### src/rtl/pue_pkg.sv
package pue_pkg;

    // Steps of one small write, in issue order
    typedef enum logic [2:0] {
        ST_IDLE   = 3'd0,
        ST_RD_OLD = 3'd1,
        ST_RD_PAR = 3'd2,
        ST_WR_NEW = 3'd3,
        ST_WR_PAR = 3'd4
    } step_e;

endpackage

### src/rtl/pue_map.sv
module pue_map #(
    parameter int NCOL  = 5,
    parameter int LBA_W = 16,
    localparam int COL_W = $clog2(NCOL),
    localparam int DPS   = NCOL - 1
) (
    input  logic [LBA_W-1:0] lba,
    output logic [LBA_W-1:0] stripe,
    output logic [COL_W-1:0] dcol,
    output logic [COL_W-1:0] pcol
);

    logic [LBA_W-1:0] stripe_w, k_w, smod_w, pcol_w, dcol_w;

    always_comb begin
        stripe_w = lba / LBA_W'(DPS);
        k_w      = lba % LBA_W'(DPS);
        smod_w   = stripe_w % LBA_W'(NCOL);
        pcol_w   = LBA_W'(NCOL - 1) - smod_w;
        dcol_w   = (k_w < pcol_w) ? k_w : k_w + LBA_W'(1);
    end

    assign stripe = stripe_w;
    assign dcol   = dcol_w[COL_W-1:0];
    assign pcol   = pcol_w[COL_W-1:0];


    always_comb begin
        col_range_chk: assert (dcol_w < LBA_W'(NCOL) && pcol_w < LBA_W'(NCOL) && dcol_w != pcol_w)
            else $error("column map out of range or data on parity column");
    end

endmodule

### src/rtl/pue_seq.sv
module pue_seq
    import pue_pkg::*;
#(
    parameter int NCOL   = 5,
    parameter int LBA_W  = 16,
    parameter int DATA_W = 32,
    localparam int COL_W = $clog2(NCOL)
) (
    input  logic              clk,
    input  logic              rst_n,
    input  logic              req_valid,
    output logic              req_ready,
    input  logic [DATA_W-1:0] req_data,
    input  logic [LBA_W-1:0]  map_stripe,
    input  logic [COL_W-1:0]  map_dcol,
    input  logic [COL_W-1:0]  map_pcol,
    output logic              cmd_valid,
    output logic              cmd_write,
    output logic [COL_W-1:0]  cmd_col,
    output logic [LBA_W-1:0]  cmd_blk,
    output logic [DATA_W-1:0] cmd_wdata,
    input  logic              cmd_ack,
    input  logic [DATA_W-1:0] cmd_rdata,
    output logic              done
);

    typedef struct packed {
        step_e             st;
        logic [COL_W-1:0]  dcol;
        logic [COL_W-1:0]  pcol;
        logic [LBA_W-1:0]  blk;
        logic [DATA_W-1:0] nd;
        logic [DATA_W-1:0] od;
        logic [DATA_W-1:0] np;
        logic              done;
    } ctx_t;

    ctx_t ctx_d, ctx_q;

    always_comb begin
        ctx_d      = ctx_q;
        ctx_d.done = 1'b0;
        unique case (ctx_q.st)
            ST_IDLE: begin
                if (req_valid) begin
                    ctx_d.st   = ST_RD_OLD;
                    ctx_d.dcol = map_dcol;
                    ctx_d.pcol = map_pcol;
                    ctx_d.blk  = map_stripe;
                    ctx_d.nd   = req_data;
                end
            end
            ST_RD_OLD: begin
                if (cmd_ack) begin
                    ctx_d.od = cmd_rdata;
                    ctx_d.st = ST_RD_PAR;
                end
            end
            ST_RD_PAR: begin
                if (cmd_ack) begin
                    ctx_d.np = cmd_rdata ^ ctx_q.od ^ ctx_q.nd;
                    ctx_d.st = ST_WR_NEW;
                end
            end
            ST_WR_NEW: begin
                if (cmd_ack) ctx_d.st = ST_WR_PAR;
            end
            ST_WR_PAR: begin
                if (cmd_ack) begin
                    ctx_d.st   = ST_IDLE;
                    ctx_d.done = 1'b1;
                end
            end
            default: ctx_d.st = ST_IDLE;
        endcase
    end

    always_ff @(posedge clk or negedge rst_n) begin
        if (!rst_n) ctx_q <= '0;
        else        ctx_q <= ctx_d;
    end

    assign req_ready = (ctx_q.st == ST_IDLE);
    assign cmd_valid = (ctx_q.st != ST_IDLE);
    assign cmd_write = (ctx_q.st == ST_WR_NEW) || (ctx_q.st == ST_WR_PAR);
    assign cmd_col   = ((ctx_q.st == ST_RD_PAR) || (ctx_q.st == ST_WR_PAR)) ? ctx_q.pcol : ctx_q.dcol;
    assign cmd_blk   = ctx_q.blk;
    assign cmd_wdata = (ctx_q.st == ST_WR_PAR) ? ctx_q.np : ctx_q.nd;
    assign done      = ctx_q.done;


    busy_ready_chk: assert property (@(posedge clk) disable iff (!rst_n)
        cmd_valid |-> !req_ready);


    cmd_hold_chk: assert property (@(posedge clk) disable iff (!rst_n)
        (cmd_valid && !cmd_ack) |=> (cmd_valid && $stable(cmd_col) && $stable(cmd_write)
                                     && $stable(cmd_blk) && $stable(cmd_wdata)));


    write_after_read_chk: assert property (@(posedge clk) disable iff (!rst_n)
        $rose(cmd_write) |-> $past(cmd_valid && !cmd_write && cmd_ack));


    first_is_read_chk: assert property (@(posedge clk) disable iff (!rst_n)
        $rose(cmd_valid) |-> !cmd_write);


    done_pulse_chk: assert property (@(posedge clk) disable iff (!rst_n)
        done |-> ($past(cmd_valid && cmd_write && cmd_ack) && req_ready && !cmd_valid));

endmodule

### src/rtl/parity_update_engine.sv
module parity_update_engine #(
    parameter int NCOL   = 5,
    parameter int LBA_W  = 16,
    parameter int DATA_W = 32,
    localparam int COL_W = $clog2(NCOL)
) (
    input  logic              clk,
    input  logic              rst_n,
    input  logic              req_valid,
    output logic              req_ready,
    input  logic [LBA_W-1:0]  req_lba,
    input  logic [DATA_W-1:0] req_data,
    output logic              dsk_valid,
    output logic              dsk_write,
    output logic [COL_W-1:0]  dsk_col,
    output logic [LBA_W-1:0]  dsk_blk,
    output logic [DATA_W-1:0] dsk_wdata,
    input  logic              dsk_ack,
    input  logic [DATA_W-1:0] dsk_rdata,
    output logic              done
);

    logic [LBA_W-1:0] map_stripe;
    logic [COL_W-1:0] map_dcol;
    logic [COL_W-1:0] map_pcol;

    pue_map #(
        .NCOL  (NCOL),
        .LBA_W (LBA_W)
    ) i_map (
        .lba    (req_lba),
        .stripe (map_stripe),
        .dcol   (map_dcol),
        .pcol   (map_pcol)
    );

    pue_seq #(
        .NCOL   (NCOL),
        .LBA_W  (LBA_W),
        .DATA_W (DATA_W)
    ) i_seq (
        .clk        (clk),
        .rst_n      (rst_n),
        .req_valid  (req_valid),
        .req_ready  (req_ready),
        .req_data   (req_data),
        .map_stripe (map_stripe),
        .map_dcol   (map_dcol),
        .map_pcol   (map_pcol),
        .cmd_valid  (dsk_valid),
        .cmd_write  (dsk_write),
        .cmd_col    (dsk_col),
        .cmd_blk    (dsk_blk),
        .cmd_wdata  (dsk_wdata),
        .cmd_ack    (dsk_ack),
        .cmd_rdata  (dsk_rdata),
        .done       (done)
    );

endmodule

### config.mk
export PLATFORM = sky130hd
export DESIGN_NAME = parity_update_engine
export DESIGN_NICKNAME = d
export VERILOG_FILES = /design/src/rtl/pue_pkg.sv /design/src/rtl/pue_map.sv /design/src/rtl/pue_seq.sv /design/src/rtl/parity_update_engine.sv
export SDC_FILE = /design/constraint.sdc
export NUM_CORES = 1
export LEC_CHECK = 0
export CAP_MARGIN = 15
export CORE_MARGIN = 5
export CORE_UTILIZATION = 65
export CTS_BUF_LIST = sky130_fd_sc_hd__clkbuf_8
export DETAILED_ROUTE_END_ITERATION = 10
export DONT_BUFFER_PORTS = 1
export GPL_TIMING_DRIVEN = 0
export PLACE_DENSITY = 0.87
export SYNTH_ARGS = -nofsm -noshare
export SYNTH_HDL_FRONTEND = slang
export SYNTH_HIERARCHICAL = 1
export SYNTH_SLANG_ARGS = --single-unit
### constraint.sdc
create_clock -name clk -period 4.8 [get_ports clk]
set_input_delay 1.44 -clock clk [delete_from_list [all_inputs] [get_ports clk]]
set_output_delay 1.44 -clock clk [all_outputs]
set_load 0.03 [all_outputs]
==> flow_summary.toml <==
[floorplanning]
num_rows = 40
dieHeight_microns = 122
ios = 139
start_util_pct = 66.8
dieArea_sq_um = 14800
core_sq_um = 12100
die_w_microns = 122

[synth]
syn_area_sq_um = 8100
synth.most_common_cell = "dfrtp_1"
syn_avg_cell_area_sq_um = 10.8
synth_edf_count = 0
ys_seq_area_share_pct = 37.7
ys_ff_latch = 122
yosys-top-cells-count = "dfrtp_1 (122), mux2_2 (71), mux2_1 (54), nand2_1 (54), o21ai_0 (48)"
yosys_warnings = 6
synth.top_cell.area_share_pct = 37.7
yosys.cell_types.count = 100
synth_area_leaders = "dfrtp_1 (38%), mux2_2 (9.9%), mux2_1 (7.5%)"
synthArstFlopShare_pct = 100
synth_cells = 753
synth_top_area_cell = "dfrtp_1"
synthFlopType = "dfrtp_1"

[job]
cap_violations = 0

[worst_setup_path]
r2r_start = "i_seq/ctx_q[119]$_DFFE_PN0P_"
critPathLaunchType = "primary input"
slowest_delay_ns = 0.53
path_class = "primary input to flop"
cp.arrival_ns = 7.99
cp-startpoint = "req_lba[10]"
cp_max_fo = 8
critical_path_required_ns = 5.14
end_kind = "flop"
cp_slowest_cell = "a2111oi_4"

[clock_network]
cts-root-buf = "clkbuf_8"
cts_tree = "yes"
clock_latency_ns = 0.45
htree_levels = 4
cts_buffer_depth = 2
cts_hold_buf = 0
numCtsBuffers = 17
path_clk_slew_ns = 0.09
cts_sinks = 122

[detailed_routing]
viasPerCell = 6.31
wl_per_cell_microns = 20.9
wirelength_microns = 21000
antenna_left = 0
drtIter0Drc = 528
drc_errors = 0
vias = 6331
first_pass_iters = 5

[timing]
setup_violations = 6
finalCritPeriodShare_pct = 159
finalCriticalPeriod_ns = 7.65
max_freq_ghz = 0.131
worst_clock_skew_ns = 0.0173
slew_violations = 0
hold_viol_final = 0
rsz0062_at_grt = "yes"
setup_slack_ns = -2.85
relSlewSlack_pct = 51.8
tightestPinTransition_ns = 0.721

[global_routing]
grt_start_max_net_pins = 123
grt_pass1_vias = 6530
grt_overflow = 0
grt_usage_pct = 27.8
grt_pass1_wl_microns = 32900
antenna_found_initial = 0

[worst_hold_path]
min_path_type = "flop to flop"
hp-start = "i_seq/ctx_q[15]$_DFFE_PN0P_"

[cells_and_area]
area_growth_pct = 18.9
num-nets-final = 912
num_antenna_cells = 0
drive_above_1_share_pct = 39.1
post-route-util_pct = 79.5
fillers = 728

[place]
port_buffers = 0
place_congestion = 0.908
hpwl_microns = 14100

[power_and_ir_drop]
leakage_nw = 3.99
power_mw = 5.98
ir_worst_vdd_mv = 0.257
p_per_area_nw_per_um2 = 621

[status]
status = "complete, but fails checks"
violations = "setup timing"
[cell usage in the layout, fill, tap and decap left out, types with 14 or more instances in the layout]
cell type	instances
o21ai_0	43
buf_4	80
mux2_2	70
xnor2_1	38
clkbuf_8	17
nand2_1	53
inv_1	14
dfrtp_1	122
buf_6	20
nor2_1	19
mux2_1	49
xor2_1	35
[flip-flops by register name (all words and copies together), names as in the netlist]
| name | flops |
|---|---|
| i_seq/done | 1 |
| i_seq/cmd_blk | 16 |
| i_seq/ctx_q | 105 |
[routing by layer]
layer	GRT usage, %	vias to the layer above	wire length, microns
met2	48.0	293	10700
li1	-	2840	-
met1	33.3	3153	7990
met3	7.38	45	1740
met4	10.7	0	617
met5	0	-	0
[cell type report]
class / instances / area (sq um) / share of cell area (%)
multi-input cells: 538 / 4970 / 51.6
flip-flops and latches: 122 / 3050 / 31.7
plain buffers: 76 / 597 / 6.20
repair buffers: 50 / 394 / 4.10
clock buffers: 17 / 234 / 2.43
well taps: 168 / 210 / 2.18
clock inverters: 15 / 101 / 1.05
inverters: 18 / 67.6 / 0.702
[metrics by stage]
stage / hold WS (ns) / instances / TNS (ns) / instance area, sq um / setup slack [ns]
final: 0.482 / 1004 / -13.57 / 9620 / -2.85
after global routing: 0.506 / 1004 / -15.04 / 9620 / -3.10
after CTS: 0.484 / 985 / -12.49 / 9150 / -2.67
after detailed placement: 0.467 / 922 / -19.40 / 8350 / -3.99
after global placement: 0.457 / 922 / -18.73 / 8350 / -3.85
after floorplan: 0.444 / 754 / -14.50 / 8140 / -3.12
[final timing paths]
check | end | slack (ns) | depth (start not counted)
worst max-delay path | i_seq/ctx_q[117]$_DFFE_PN0P_ | -2.85 | 33
worst min-delay path | i_seq/ctx_q[15]$_DFFE_PN0P_ | 0.48 | 2
worst max register to register | i_seq/ctx_q[72]$_DFFE_PN0P_ | 2.80 | 6
worst min register to register | i_seq/ctx_q[15]$_DFFE_PN0P_ | 0.48 | 2
max in group asynchronous | i_seq/ctx_q[90]$_DFFE_PN0P_ | 3.97 | 0
min in group asynchronous | i_seq/cmd_blk[1]$_DFFE_PN0P_ | 0.69 | 0
[logic make-up after synthesis]
group / share of synthesized area [%]
XOR/XNOR: 8.42
other: 0.0463
AO/OA/AOI/OAI: 15.6
multiplexers: 18.0
flip-flops: 37.7
buffers and inverters: 7.53
AND/OR/NAND/NOR: 11.9
adder cells (fa/ha/maj): 0.773
[report_power, final]
group          internal, mW  switching (mW)  total [mW]
combinational          1.50            1.78        3.28
clock                 0.356           0.438       0.794
sequential             1.54           0.359        1.90
[what timing repair did]
item,4_1_cts,5_1_grt
gates resized for setup,43,75
pin swaps,24,30
buffers inserted,31,19
endpoints found under the setup margin,6,6
[critical path: cells and delay by family]
family / cells / cell delay [ns]
xor+xnor: 1 / 0.15
mux: 3 / 0.90
buf+inv: 7 / 0.86
compound gates: 11 / 2.63
simple gates: 8 / 1.11
fa+ha+maj: 3 / 0.87
Note: power is estimated with default switching activity, not from simulation.
